**config.mk**
```make
export PLATFORM = sky130hd
export DESIGN_NAME = sync_in_decoder
export DESIGN_NICKNAME = d
export VERILOG_FILES = /design/src/rtl/sdec_pkg.sv /design/src/rtl/sdec_sync.sv /design/src/rtl/sdec_field.sv /design/src/rtl/sdec_timing.sv /design/src/rtl/sdec_blank.sv /design/src/rtl/sync_in_decoder.sv
export SDC_FILE = /design/constraint.sdc
export NUM_CORES = 1
export LEC_CHECK = 0
export BUFFER_PORTS_ARGS = -buffer_cell sky130_fd_sc_hd__buf_4
export CORE_MARGIN = 2
export CORE_UTILIZATION = 56
export DETAILED_ROUTE_END_ITERATION = 7
export GPL_ROUTABILITY_DRIVEN = 0
export GPL_TIMING_DRIVEN = 0
export MAX_ROUTING_LAYER = met4
export PLACE_DENSITY = 0.88
export SLEW_MARGIN = 20
export SYNTH_ARGS = -nofsm -noshare
export SYNTH_HDL_FRONTEND = slang
export SYNTH_SLANG_ARGS = --single-unit
```
**constraint.sdc**
```tcl
create_clock -name clk_i -period 3.8 [get_ports clk_i]
set_input_delay 0.76 -clock clk_i [delete_from_list [all_inputs] [get_ports clk_i]]
set_output_delay 0.76 -clock clk_i [all_outputs]
set_load 0.01 [all_outputs]
```
**src/rtl/sdec_pkg.sv**
```systemverilog
package sdec_pkg;
  localparam int LINE_W = 10;

  typedef enum logic [1:0] {
    MODE_FLD_LO = 2'd0,
    MODE_VS_SEP = 2'd1,
    MODE_FLD_HI = 2'd2,
    MODE_OFF    = 2'd3
  } sdec_mode_e;

  function automatic logic [LINE_W-1:0] lines_total(input logic std_625);
    return std_625 ? LINE_W'(625) : LINE_W'(525);
  endfunction

  function automatic logic [LINE_W-1:0] even_first(input logic std_625);
    return std_625 ? LINE_W'(313) : LINE_W'(264);
  endfunction

  function automatic logic vbi_line(input logic std_625, input logic [LINE_W-1:0] ln);
    if (std_625)
      return (ln >= LINE_W'(1) && ln <= LINE_W'(22)) || (ln >= LINE_W'(311) && ln <= LINE_W'(335));
    else
      return (ln >= LINE_W'(1) && ln <= LINE_W'(21)) || (ln >= LINE_W'(263) && ln <= LINE_W'(284));
  endfunction
endpackage

```
**src/rtl/sdec_sync.sv**
```systemverilog
module sdec_sync #(
  parameter int         N       = 1,
  parameter logic [N-1:0] RST_VAL = '0
) (
  input  logic         clk_i,
  input  logic         rst_ni,
  input  logic [N-1:0] d_i,
  output logic [N-1:0] lvl_o
);
  for (genvar i = 0; i < N; i++) begin : g_bit
    logic s1_q, s2_q;
    always_ff @(posedge clk_i or negedge rst_ni) begin
      if (!rst_ni) begin
        s1_q <= RST_VAL[i];
        s2_q <= RST_VAL[i];
      end else begin
        s1_q <= d_i[i];
        s2_q <= s1_q;
      end
    end
    assign lvl_o[i] = s2_q;
  end
endmodule

```
**src/rtl/sdec_field.sv**
```systemverilog
module sdec_field
  import sdec_pkg::*;
(
  input  logic       clk_i,
  input  logic       rst_ni,
  input  logic [1:0] mode_i,
  input  logic       hs_lvl_i,
  input  logic       fld_lvl_i,
  output logic       evt_o,
  output logic       odd_o,
  output logic       field_start_o,
  output logic       frame_start_o,
  output logic       field_odd_o
);
  logic fld_prev_q;
  logic fld_tog, fld_fall;

  always_ff @(posedge clk_i or negedge rst_ni) begin
    if (!rst_ni) fld_prev_q <= 1'b1;
    else         fld_prev_q <= fld_lvl_i;
  end

  assign fld_tog  = fld_lvl_i ^ fld_prev_q;
  assign fld_fall = fld_prev_q & ~fld_lvl_i;

  always_comb begin
    evt_o = 1'b0;
    odd_o = 1'b0;
    unique case (sdec_mode_e'(mode_i))
      MODE_FLD_LO: begin evt_o = fld_tog & ~hs_lvl_i; odd_o = ~fld_lvl_i; end
      MODE_VS_SEP: begin evt_o = fld_fall;            odd_o = ~hs_lvl_i;  end
      MODE_FLD_HI: begin evt_o = fld_tog & hs_lvl_i;  odd_o = ~fld_lvl_i; end
      default:     begin evt_o = 1'b0;                odd_o = 1'b0;       end
    endcase
  end

  always_ff @(posedge clk_i or negedge rst_ni) begin
    if (!rst_ni) begin
      field_start_o <= 1'b0;
      frame_start_o <= 1'b0;
      field_odd_o   <= 1'b0;
    end else begin
      field_start_o <= evt_o;
      frame_start_o <= evt_o & odd_o;
      if (evt_o) field_odd_o <= odd_o;
    end
  end
endmodule

```
**src/rtl/sdec_timing.sv**
```systemverilog
module sdec_timing
  import sdec_pkg::*;
#(
  parameter int PIX_W = 11
) (
  input  logic              clk_i,
  input  logic              rst_ni,
  input  logic              std_625_i,
  input  logic              hs_fall_i,
  input  logic              fs_evt_i,
  input  logic              fs_odd_i,
  output logic [LINE_W-1:0] line_o,
  output logic [PIX_W-1:0]  pixel_o
);
  localparam logic [PIX_W-1:0] PIX_MAX = '1;

  always_ff @(posedge clk_i or negedge rst_ni) begin
    if (!rst_ni) begin
      line_o  <= LINE_W'(1);
      pixel_o <= '0;
    end else begin
      // field start wins over a coincident line step
      if (fs_evt_i)
        line_o <= fs_odd_i ? LINE_W'(1) : even_first(std_625_i);
      else if (hs_fall_i)
        line_o <= (line_o >= lines_total(std_625_i)) ? LINE_W'(1) : line_o + LINE_W'(1);

      if (hs_fall_i)              pixel_o <= '0;
      else if (pixel_o != PIX_MAX) pixel_o <= pixel_o + PIX_W'(1);
    end
  end
endmodule

```
**src/rtl/sdec_blank.sv**
```systemverilog
module sdec_blank
  import sdec_pkg::*;
#(
  parameter int          PIX_W     = 11,
  parameter int unsigned ACT_START = 138,
  parameter int unsigned ACT_LEN   = 1440
) (
  input  logic              std_625_i,
  input  logic              blank_en_i,
  input  logic              ext_lvl_i,
  input  logic [LINE_W-1:0] line_i,
  input  logic [PIX_W-1:0]  pixel_i,
  output logic              blank_o
);
  localparam int unsigned ACT_END = ACT_START + ACT_LEN;

  logic [31:0] pix32;
  logic        out_win;

  assign pix32   = 32'(pixel_i);
  assign out_win = (pix32 < ACT_START) || (pix32 >= ACT_END);
  assign blank_o = blank_en_i ? ext_lvl_i : (vbi_line(std_625_i, line_i) | out_win);
endmodule

```
**src/rtl/sync_in_decoder.sv**
```systemverilog
module sync_in_decoder
  import sdec_pkg::*;
#(
  parameter int          PIX_W     = 11,
  parameter int unsigned ACT_START = 138,
  parameter int unsigned ACT_LEN   = 1440
) (
  input  logic              clk_i,
  input  logic              rst_ni,
  input  logic [1:0]        mode_i,
  input  logic              std_625_i,
  input  logic              blank_en_i,
  input  logic              hsync_i,
  input  logic              vsync_i,
  input  logic              blank_i,
  output logic              frame_start_o,
  output logic              field_start_o,
  output logic              field_odd_o,
  output logic [LINE_W-1:0] line_o,
  output logic [PIX_W-1:0]  pixel_o,
  output logic              blank_o
);
  localparam int NSYNC = 3;

  logic [NSYNC-1:0] lvl;
  logic hs_prev_q, hs_fall, fs_evt, fs_odd;

  sdec_sync #(.N(NSYNC), .RST_VAL(3'b011)) u_sync (
    .clk_i (clk_i),
    .rst_ni(rst_ni),
    .d_i   ({blank_i, vsync_i, hsync_i}),
    .lvl_o (lvl)
  );

  always_ff @(posedge clk_i or negedge rst_ni) begin
    if (!rst_ni) hs_prev_q <= 1'b1;
    else         hs_prev_q <= lvl[0];
  end
  assign hs_fall = hs_prev_q & ~lvl[0];

  sdec_field u_field (
    .clk_i        (clk_i),
    .rst_ni       (rst_ni),
    .mode_i       (mode_i),
    .hs_lvl_i     (lvl[0]),
    .fld_lvl_i    (lvl[1]),
    .evt_o        (fs_evt),
    .odd_o        (fs_odd),
    .field_start_o(field_start_o),
    .frame_start_o(frame_start_o),
    .field_odd_o  (field_odd_o)
  );

  sdec_timing #(.PIX_W(PIX_W)) u_timing (
    .clk_i    (clk_i),
    .rst_ni   (rst_ni),
    .std_625_i(std_625_i),
    .hs_fall_i(hs_fall),
    .fs_evt_i (fs_evt),
    .fs_odd_i (fs_odd),
    .line_o   (line_o),
    .pixel_o  (pixel_o)
  );

  sdec_blank #(.PIX_W(PIX_W), .ACT_START(ACT_START), .ACT_LEN(ACT_LEN)) u_blank (
    .std_625_i (std_625_i),
    .blank_en_i(blank_en_i),
    .ext_lvl_i (lvl[2]),
    .line_i    (line_o),
    .pixel_i   (pixel_o),
    .blank_o   (blank_o)
  );
endmodule

```
==> results of run 1 <==
==> logic make-up (layout without fill, tap and decap cells) <==
logic type	after synthesis	after routing
simple gates	89	89
compound gates	44	44
flops	32	32
buf+inv	14	55
fa+ha+maj	10	10
xor+xnor	7	7
mux	1	1
==> registers in the layout, indices dropped and copies added, names as in the netlist <==
register / cells
hs_prev_q: 1
u_field.field_odd_o: 1
u_field.field_start_o: 1
u_field.fld_prev_q: 1
u_field.frame_start_o: 1
u_sync.g_bit.s1_q: 3
u_sync.g_bit.s2_q: 3
u_timing.line_o: 10
u_timing.pixel_o: 11
==> synth_stat cells (5+ instances only) <==
master    instances
nor3_1            9
dfstp_2           7
xnor2_1           5
inv_1             7
nand2_1          16
nor2_1           19
nand3_1           9
dfrtp_1          25
clkbuf_1          5
a21oi_1           9
nor4_1            6
o21ai_0           9
ha_1             10
==> power by group through the flow <==
stage | clock, µW | sequential, µW | combinational (µW)
2_1_floorplan | 0 | 462 | 167
3_3_place_gp | 0 | 452 | 293
3_5_place_dp | 0 | 454 | 301
4_1_cts | 299 | 448 | 303
5_1_grt | 321 | 458 | 340
6_report | 297 | 449 | 304
==> layout make-up <==
cell class                      count  share of cell area, %
Clock inverter                      1                   1.34
Tap cell                           44                   2.45
Multi-Input combinational cell    151                   43.7
Buffer                              7                   1.28
Timing Repair Buffer               33                   11.0
Clock buffer                        7                   2.90
Inverter                            7                   1.17
Sequential cell                    32                   36.1
==> final timing paths <==
path                                      startpoint                    to  slack [ns]  depth (start not counted)
max in group asynchronous                     rst_ni             hs_prev_q        3.12                          1
worst max-delay path              u_timing.line_o[6]               blank_o        0.71                          6
worst min register to register  u_sync.g_bit[2].s1_q  u_sync.g_bit[2].s2_q        0.36                          0
min in group clk_i              u_sync.g_bit[2].s1_q  u_sync.g_bit[2].s2_q        0.36                          0
worst min-delay path                          rst_ni    u_timing.line_o[6]        0.34                          1
worst max register to register  u_sync.g_bit[1].s2_q    u_timing.line_o[5]        1.31                          8
==> per-stage QoR <==
stage | hold slack [ns] | worst slack (ns) | power, µW
5_1_grt | 0.339 | 0.581 | 1120
3_3_place_gp | 0.335 | 1.08 | 745
6_report | 0.336 | 0.707 | 1050
2_1_floorplan | 0.331 | 1.29 | 629
3_5_place_dp | 0.343 | 1.09 | 754
4_1_cts | 0.348 | 0.765 | 1050
==> routing by layer <==
| metal | vias to the layer above | wire (µm) |
|---|---|---|
| met4 | 0 | 80 |
| met1 | 814 | 1790 |
| met3 | 9 | 242 |
| met2 | 72 | 2150 |
| li1 | 807 | - |
| met5 | - | 0 |
==> worst reg2reg max path: stages, from the launching register on <==
cell and delay, ns:
dfstp_2 0.58, inv_1 0.05, ha_1 0.30, and4bb_4 0.24
nor4_2 0.35, o211ai_1 0.15, buf_2 0.20, or4_1 0.47
nand4_1 0.10
==> summary.md, run 1 <==
| Metric | Value |
|---|---|
| Post-Syn Area | 1850 µm² |
| Slew Limit Fails | 0 |
| Pwr Density | 468 nW/µm² |
| Vias | 1702 |
| Final period utilization | 81.4% |
| Cell Count, Final, Fillers Out | 282 |
| Post-synthesis xor/xnor area fraction | 3.32% |
| Clock Sinks | 32 |
| Worst-skew pair later-pin latency | 0.34 ns |
| Global routing's busiest layer | met2 |
| Required time of the critical path | 3.04 ns |
| Post-synth ARST share | 100% |
| Boundary Pins | 34 |
| WP data arrival | 2.33 ns |
| HP Class | input pin to asynchronous set/reset pin |
| P_sw | 346 µW |
| Flops & latches, synth | 32 |
| Yosys warnings | 0 |
| Number of fill cells | 268 |
| Synth Area in Adders | 6.78% |
| FF/Latch Area | 810 µm² |
| Commonest non-fill, non-tap cell in the layout | buf_4 |
| Die width | 61.4 µm |
| Area occupied by multi-input gates | 981 µm² |
| Starting DRT DRC Count | 140 |
| Crit. End Element | output port |
| Crit Path Max Fanout | 10 |
| Distinct cells, synth | 45 |
| Syn Nets | 216 |
| First-pass GRT wire length | 7.07 mm |
| FP Rows | 20 |
| GRT Util Overall | 26.5% |
| Worst Tran Pin Value | 0.872 ns |
| Critical Path Source Type | flip-flop |
| Worst path max stage delay | 0.59 ns |
| Die H | 61.4 µm |
| Die area | 3770 µm² |
| Main combinational cell family by area after synthesis | simple AND/OR/NAND/NOR gates |
| CTS resizes | 0 |
| Leakage | 0.00101 µW |
| Starting Density | 59.5% |
| Routing usage on met3 | 6.09% |
| RSZ-0062 raised after global routing | false |
| Synth Area in Compound Gates | 16.3% |
| Post-DRT Antenna Nets | 0 |
| Crit path max-delay cell type | or4_1 |
| Placed Area | 2150 µm² |
| Syn_area_per_cell | 9.37 µm² |
| # DRC | 0 |
| Maximum vdd ir drop | 0.316 mV |
| GRT overflow | 0 |
| Final setup viols | 0 |
| Main synth FF type | dfrtp_1 |
| Dpl cells | 274 |
| Met2 Use GR | 43.5% |
| Synth Area in Simple Gates | 26.2% |
| CP Buf/Inv Count | 1 |
| Combinational power share | 28.9% |
| Status | completed |
| Switching Share | 33.0% |
| Post-Route Setup TNS | 0 ns |
| Largest net degree at the start of global routing | 33 |
| Crit Path Class | flip-flop to output port |
| Post-route cell area | 2240 µm² |
| Hpwl dp | 2.96 mm |
| Initial antenna violation count | 0 |
| Root buffer cell | clkbuf_4 |
| CTS H-tree depth | 2 |
| Clock tree buffer depth | 2 |
| Fmax | 323 MHz |
| Share of the synthesized area in the top cell type | 33.9% |
| CTS tree | built |
| Pre-antenna DRT Iters | 4 |
| GRT met1 Usage | 32.3% |
| Commonest cells after routing, fill and taps aside | buf_4, dfrtp_1, nor2_1 |
| Final Hold Viols | 0 |
| Hold_buf cts | 0 |
| Max-slew headroom | 41.3% |
| Fraction of layout cells with a size suffix above 1 | 22.3% |
| Clock-pin slew on the worst setup and hold paths | 0.11 ns |
| Nets@finish | 256 |
| Final core occ | 72.3% |
| Internal power | 704 µW |
| Max_cap viols | 0 |
| Crit path max-delay family | simple AND/OR/NAND/NOR gates |
| Number of synthesized flops with an enable pin | 0 |
| Avg WL per Cell | 15.1 µm |
| Syn Inst Count | 197 |
| Tmin final | 3.09 ns |
| Inserted Diodes | 0 |
| Dominant cells by area after synthesis | dfrtp_1, dfstp_2, ha_1, nor2_1, nand2_1 |
| Clock share of power | 28.3% |
| Post CTS Setup Buffer Count | 0 |
| Post-DR vias/cell | 6.04 |
| Sequential share of the synthesized area | 43.9% |
| Worst path cell trace | or4_1, a211oi_1, nand2_1, a21o_1, a32oi_1, buf_4 |
| IO buf count | 33 |
| Num CTS Buffers | 5 |
| Number of global-route vias before repair | 1608 |
| Area leader, netlist | dfrtp_1 |
| Post-synthesis mux area share | 0.542% |
| Area growth syn-to-layout | 21.6% |
| Flop pwr share | 42.8% |
| Clock Skews | 0.0136 ns |
| Core ar. | 3100 µm² |
| WL final | 4.26 mm |
Note: power is estimated with default switching activity, not from simulation.
==> inputs of run 2 (changes only) <==
--- a/config.mk
+++ b/config.mk
@@ -7,12 +7,12 @@
 export LEC_CHECK = 0
 export BUFFER_PORTS_ARGS = -buffer_cell sky130_fd_sc_hd__buf_4
 export CORE_MARGIN = 2
-export CORE_UTILIZATION = 56
+export CORE_UTILIZATION = 50
 export DETAILED_ROUTE_END_ITERATION = 7
 export GPL_ROUTABILITY_DRIVEN = 0
 export GPL_TIMING_DRIVEN = 0
 export MAX_ROUTING_LAYER = met4
-export PLACE_DENSITY = 0.88
+export PLACE_DENSITY = 0.84
 export SLEW_MARGIN = 20
 export SYNTH_ARGS = -nofsm -noshare
 export SYNTH_HDL_FRONTEND = slang
==> constraint.sdc (replaced) <==
create_clock -name clk_i -period 2.7 [get_ports clk_i]
set_input_delay 0.54 -clock clk_i [delete_from_list [all_inputs] [get_ports clk_i]]
set_output_delay 0.54 -clock clk_i [all_outputs]
set_load 0.01 [all_outputs]
==> run 2 against run 1 <==
Net effect:
- count of clock-buffer cells in the layout decreased by 1
- routed wire length grew 7.9%
- non-clock buffer count grew 10
- global-route usage fell by 4.5 points
- clock skew down 0.0041 ns
- worst hold slack got worse by 0.17 ns
- worst setup slack worse by 0.66 ns
- core utilization down 5.3 points
- highest routed layer unchanged
==> summary.md, run 2 (synthesis gave the netlist of run 1 again) <==
| Metric | Value |
|---|---|
| Status | completed |
| Worst-skew pair later-pin latency | 0.29 ns |
| Commonest non-fill, non-tap cell in the layout | buf_4 |
| Tmin final | 2.66 ns |
| Cell Count, Final, Fillers Out | 296 |
| Root buffer cell | clkbuf_8 |
| WL final | 4.60 mm |
| Pwr Density | 648 nW/µm² |
| Leakage | 0.00106 µW |
| Pre-antenna DRT Iters | 4 |
| GRT Util Overall | 22.0% |
| Boundary Pins | 34 |
| Slew Limit Fails | 0 |
| Vias | 1762 |
| GRT overflow | 0 |
| Die width | 64.8 µm |
| Initial antenna violation count | 0 |
| Final Hold Viols | 0 |
| Clock Sinks | 32 |
| # DRC | 0 |
| Clock-pin slew on the worst setup and hold paths | 0.08 ns |
| Flop pwr share | 41.2% |
| Dpl cells | 278 |
| Final period utilization | 98.4% |
| Crit. End Element | output port |
| Num CTS Buffers | 5 |
| HP Class | input pin to asynchronous set/reset pin |
| Maximum vdd ir drop | 0.344 mV |
| First-pass GRT wire length | 6.91 mm |
| R2r endpoint | u_timing.line_o[5] |
| Starting DRT DRC Count | 145 |
| Commonest cells after routing, fill and taps aside | buf_4, dfrtp_1, nor2_1 |
| Area growth syn-to-layout | 31.0% |
| Clock Skews | 0.00945 ns |
| Inserted Diodes | 0 |
| Critical Path Source Type | flip-flop |
| Top reg by flops | u_timing.pixel_o |
| FP Rows | 22 |
| Avg WL per Cell | 15.5 µm |
| Final core occ | 67.0% |
| Max reg flops | 11 |
| Biggest regs | u_timing.pixel_o (11), u_timing.line_o (10) |
| Max_cap viols | 0 |
| Internal power | 1010 µW |
| IO buf count | 33 |
| RR Startpoint | u_sync.g_bit[1].s2_q |
| Starting Density | 51.2% |
| R2R depth | 8 |
| Post-DRT Antenna Nets | 0 |
| Post-DR vias/cell | 5.95 |
| Nets@finish | 266 |
| Fraction of layout cells with a size suffix above 1 | 32.3% |
| Max-slew headroom | 39.8% |
| P_sw | 560 µW |
| FF-to-FF setup slack | 0.19 ns |
| CTS tree | built |
| Core ar. | 3610 µm² |
| Fmax | 376 MHz |
| Crit Path Max Fanout | 6 |
| WP data arrival | 2.12 ns |
| Die H | 64.8 µm |
| CTS H-tree depth | 2 |
| Required time of the critical path | 2.16 ns |
| Clock share of power | 25.5% |
| Post-route cell area | 2420 µm² |
| Final setup viols | 0 |
| Crit Path Class | flip-flop to output port |
| Hpwl dp | 2.86 mm |
| Worst Tran Pin Value | 0.895 ns |
| Clock tree buffer depth | 2 |
| Switching Share | 35.7% |
| Combinational power share | 33.2% |
| Number of global-route vias before repair | 1469 |
| Placed Area | 2150 µm² |
| Die area | 4190 µm² |
| Largest net degree at the start of global routing | 33 |
| Hold_buf cts | 0 |
-- run 2: changes by cell type in the layout (fill, tap and decap cells not counted), moves of 2 or more --
cell | previous run | this run
clkbuf_8 | 2 | 6
dfrtp_1 | 25 | 20
dfrtp_2 | 0 | 5
clkinvlp_4 | 0 | 2
clkbuf_1 | 5 | 3
ha_4 | 0 | 3
ha_1 | 10 | 7
buf_4 | 33 | 43
clkbuf_4 | 5 | 0
-- run 2: timing repair --
item	in CTS	in global routing
gates resized for setup	2	22
setup buffers	1	10
pin swaps	0	5
endpoints found under the setup margin	1	1
-- run 2: per-layer routing --
layer | wire (µm) | part of all wire [%] | GRT usage [%]
met1 | 1980 | 43 | 29.7
met2 | 2170 | 47 | 32.5
met3 | 335 | 7.3 | 5.73
met4 | 108 | 2.4 | 7.18
met5 | 0 | 0 | -
-- run 2: metrics by stage --
step	total power, µW	setup slack [ns]	TNS (ns)	hold WS (ns)
after CTS	1470	0.0175	0	0.183
after detailed placement	1060	0.176	0	0.337
after floorplan	885	0.410	0	0.244
final	1570	0.0430	0	0.164
after global routing	1660	-0.0356	-0.0356	0.206
after global placement	1050	0.196	0	0.333
-- run 2: layout make-up --
cell class,count,area [µm²]
fillers,287,1190
flip-flops and latches,32,816
inverters,7,28.8
clock buffers,6,82.6
repair buffers,44,334
clock inverters,2,15.0
well taps,48,60.1
plain buffers,6,26.3
multi-input cells,151,1050
-- run 2: power groups by stage --
stage | Clock, µW | Combinational [µW] | Sequential, µW
4_1_cts | 405 | 436 | 631
3_5_place_dp | 0 | 420 | 642
6_report | 400 | 521 | 646
5_1_grt | 430 | 570 | 656
2_1_floorplan | 0 | 235 | 650
3_3_place_gp | 0 | 410 | 638
-- run 2: how the worst max path moves through the flow --
| stage | start | endpoint | slack, ns |
|---|---|---|---|
| after detailed placement | std_625_i | u_timing.line_o[5] | 0.18 |
| final | u_timing.line_o[6] | blank_o | 0.04 |
| after CTS | u_timing.pixel_o[8] | blank_o | 0.02 |
| after floorplan | u_timing.line_o[0] | blank_o | 0.41 |
| after global placement | u_timing.line_o[0] | blank_o | 0.20 |
| after global routing | u_timing.line_o[0] | blank_o | -0.04 |
-- run 2: critical path, stage by stage (launching register included) --
cell      delay, ns
dfrtp_2        0.45
or4_1          0.55
a211oi_2       0.20
nand2_1        0.09
a21o_1         0.17
a32oi_2        0.22
buf_4          0.15
==> inputs of run 3 (changes only) <==
--- a/config.mk
+++ b/config.mk
@@ -6,8 +6,10 @@
 export NUM_CORES = 1
 export LEC_CHECK = 0
 export BUFFER_PORTS_ARGS = -buffer_cell sky130_fd_sc_hd__buf_4
-export CORE_MARGIN = 2
-export CORE_UTILIZATION = 50
+export CAP_MARGIN = 20
+export CELL_PAD_IN_SITES_DETAIL_PLACEMENT = 0
+export CELL_PAD_IN_SITES_GLOBAL_PLACEMENT = 1
+export CORE_UTILIZATION = 38
 export DETAILED_ROUTE_END_ITERATION = 7
 export GPL_ROUTABILITY_DRIVEN = 0
 export GPL_TIMING_DRIVEN = 0
==> run 3 against run 2 <==
Net effect:
- non-clock buffer count grew 3
- routed wire length grew 0.74%
- core utilization shrank 14 points
- die area grew 23%
- register-to-register slack lost 0.05 ns
- global-route usage shrank 2.8 points
- sequential power is essentially flat
==> summary.md, run 3 (synthesis gave the netlist of run 1 again) <==
| Metric | Value |
|---|---|
| Status | completed |
| FF-to-FF setup slack | 0.14 ns |
| Fmax | 377 MHz |
| Clock-pin slew on the worst setup and hold paths | 0.07 ns |
| Max-slew headroom | 42.2% |
| Dpl cells | 282 |
| Clock tree buffer depth | 2 |
| WL final | 4.63 mm |
| Biggest regs | u_timing.pixel_o (11), u_timing.line_o (10) |
| Top reg by flops | u_timing.pixel_o |
| Tot Pwr | 1550 µW |
| Root buffer cell | clkbuf_8 |
| R2R depth | 8 |
| Hold_buf cts | 0 |
| Avg WL per Cell | 15.3 µm |
| Starting DRT DRC Count | 145 |
| Commonest non-fill, non-tap cell in the layout | buf_4 |
| CTS H-tree depth | 2 |
| Vias | 1710 |
| Crit Path Class | flip-flop to output port |
| Maximum vdd ir drop | 0.324 mV |
| Hpwl dp | 3.08 mm |
| Routing usage on met3 | 4.22% |
| Required time of the critical path | 2.16 ns |
| Cell Count, Final, Fillers Out | 303 |
| Num CTS Buffers | 5 |
| Starting Density | 41.0% |
| Number of global-route vias before repair | 1536 |
| Fraction of layout cells with a size suffix above 1 | 31.9% |
| HP Class | input pin to asynchronous set/reset pin |
| Post-DRT Antenna Nets | 0 |
| Clock Sinks | 32 |
| Inserted Diodes | 0 |
| Final setup viols | 0 |
| R2r endpoint | u_timing.line_o[5] |
| IO buf count | 33 |
| Worst-skew pair later-pin latency | 0.29 ns |
| Die H | 71.7 µm |
| Nets@finish | 269 |
| Number of fill cells | 424 |
| Largest net degree at the start of global routing | 33 |
| RR Startpoint | u_sync.g_bit[1].s2_q |
| Post-DR vias/cell | 5.64 |
| GRT overflow | 0 |
| GRT met1 Usage | 25.5% |
| First-pass GRT wire length | 7.34 mm |
| Clock Skews | 0.0124 ns |
| Max reg flops | 11 |
| Leakage | 0.00108 µW |
| Pwr Density | 645 nW/µm² |
| Die width | 71.7 µm |
| Die area | 5140 µm² |
| Final period utilization | 98.3% |
| Crit. End Element | output port |
| Pre-antenna DRT Iters | 4 |
| Global routing's busiest layer | met2 |
| Max_cap viols | 0 |
| # DRC | 0 |
| GRT Util Overall | 19.2% |
| Area growth syn-to-layout | 30.5% |
| Final Hold Viols | 0 |
| Tmin final | 2.66 ns |
| CTS tree | built |
| Critical Path Source Type | flip-flop |
| Core ar. | 4500 µm² |
| Initial antenna violation count | 0 |
| Met2 Use GR | 28.8% |
| FP Rows | 24 |
| Crit Path Max Fanout | 7 |
| Boundary Pins | 34 |
| Slew Limit Fails | 0 |
| Worst Tran Pin Value | 0.860 ns |
| WP data arrival | 2.12 ns |
| Commonest cells after routing, fill and taps aside | buf_4, nor2_1, dfrtp_1 |
[run 3: repair_timing]
item                                   in CTS  in global routing
endpoints found under the hold margin       0                  0
pin swaps                                   0                  6
gates resized for setup                     2                 17
buffers inserted                            1                 13
setup endpoints to repair                   1                  1
[run 3: worst max-delay path by stage]
stage,depth (start not counted),start,slack [ns],to
after CTS,6,u_timing.pixel_o[8],0.001,blank_o
final,6,u_timing.line_o[6],0.04,blank_o
after global placement,9,std_625_i,0.13,u_timing.line_o[5]
after floorplan,7,u_timing.line_o[0],0.41,blank_o
after detailed placement,9,std_625_i,0.12,u_timing.line_o[5]
after global routing,6,u_timing.line_o[6],-0.02,blank_o
[run 3: layout make-up]
type | instances | area, µm² | area share [%]
Clock buffer | 8 | 100 | 4.16
Inverter | 7 | 26.3 | 1.09
Buffer | 6 | 26.3 | 1.09
Sequential cell | 32 | 817 | 33.9
Timing Repair Buffer | 47 | 357 | 14.8
Tap cell | 52 | 65.1 | 2.70
Multi-Input combinational cell | 151 | 1020 | 42.2
[run 3: routing by layer]
layer | wire (µm) | vias up
li1 | - | 833
met1 | 2200 | 816
met2 | 2150 | 51
met3 | 188 | 10
met4 | 89 | 0
met5 | 0 | -
[run 3: critical path: stages, from the launching register on]
cell	delay [ns]
dfrtp_2	0.45
or4_1	0.57
a211oi_2	0.20
nand2_1	0.08
a21o_1	0.17
a32oi_1	0.20
buf_4	0.15
[run 3: power breakdown]
part	switching (µW)	internal [µW]
Combinational	250	243
Sequential	95.5	549
Clock	183	233
Total	528	1020
[run 3: metrics by stage]
step | hold WS (ns) | utilization, % | cell area, µm² | TNS (ns) | setup WS, ns
floorplan | 0.244 | - | 1850 | 0 | 0.410
global placement | 0.338 | 47.9 | 2160 | 0 | 0.132
detailed placement | 0.347 | 47.9 | 2160 | 0 | 0.123
CTS | 0.197 | 50.4 | 2270 | 0 | 0.00117
global route | 0.216 | 53.5 | 2410 | -0.0205 | -0.0205
finish | 0.172 | 53.5 | 2410 | 0 | 0.0449
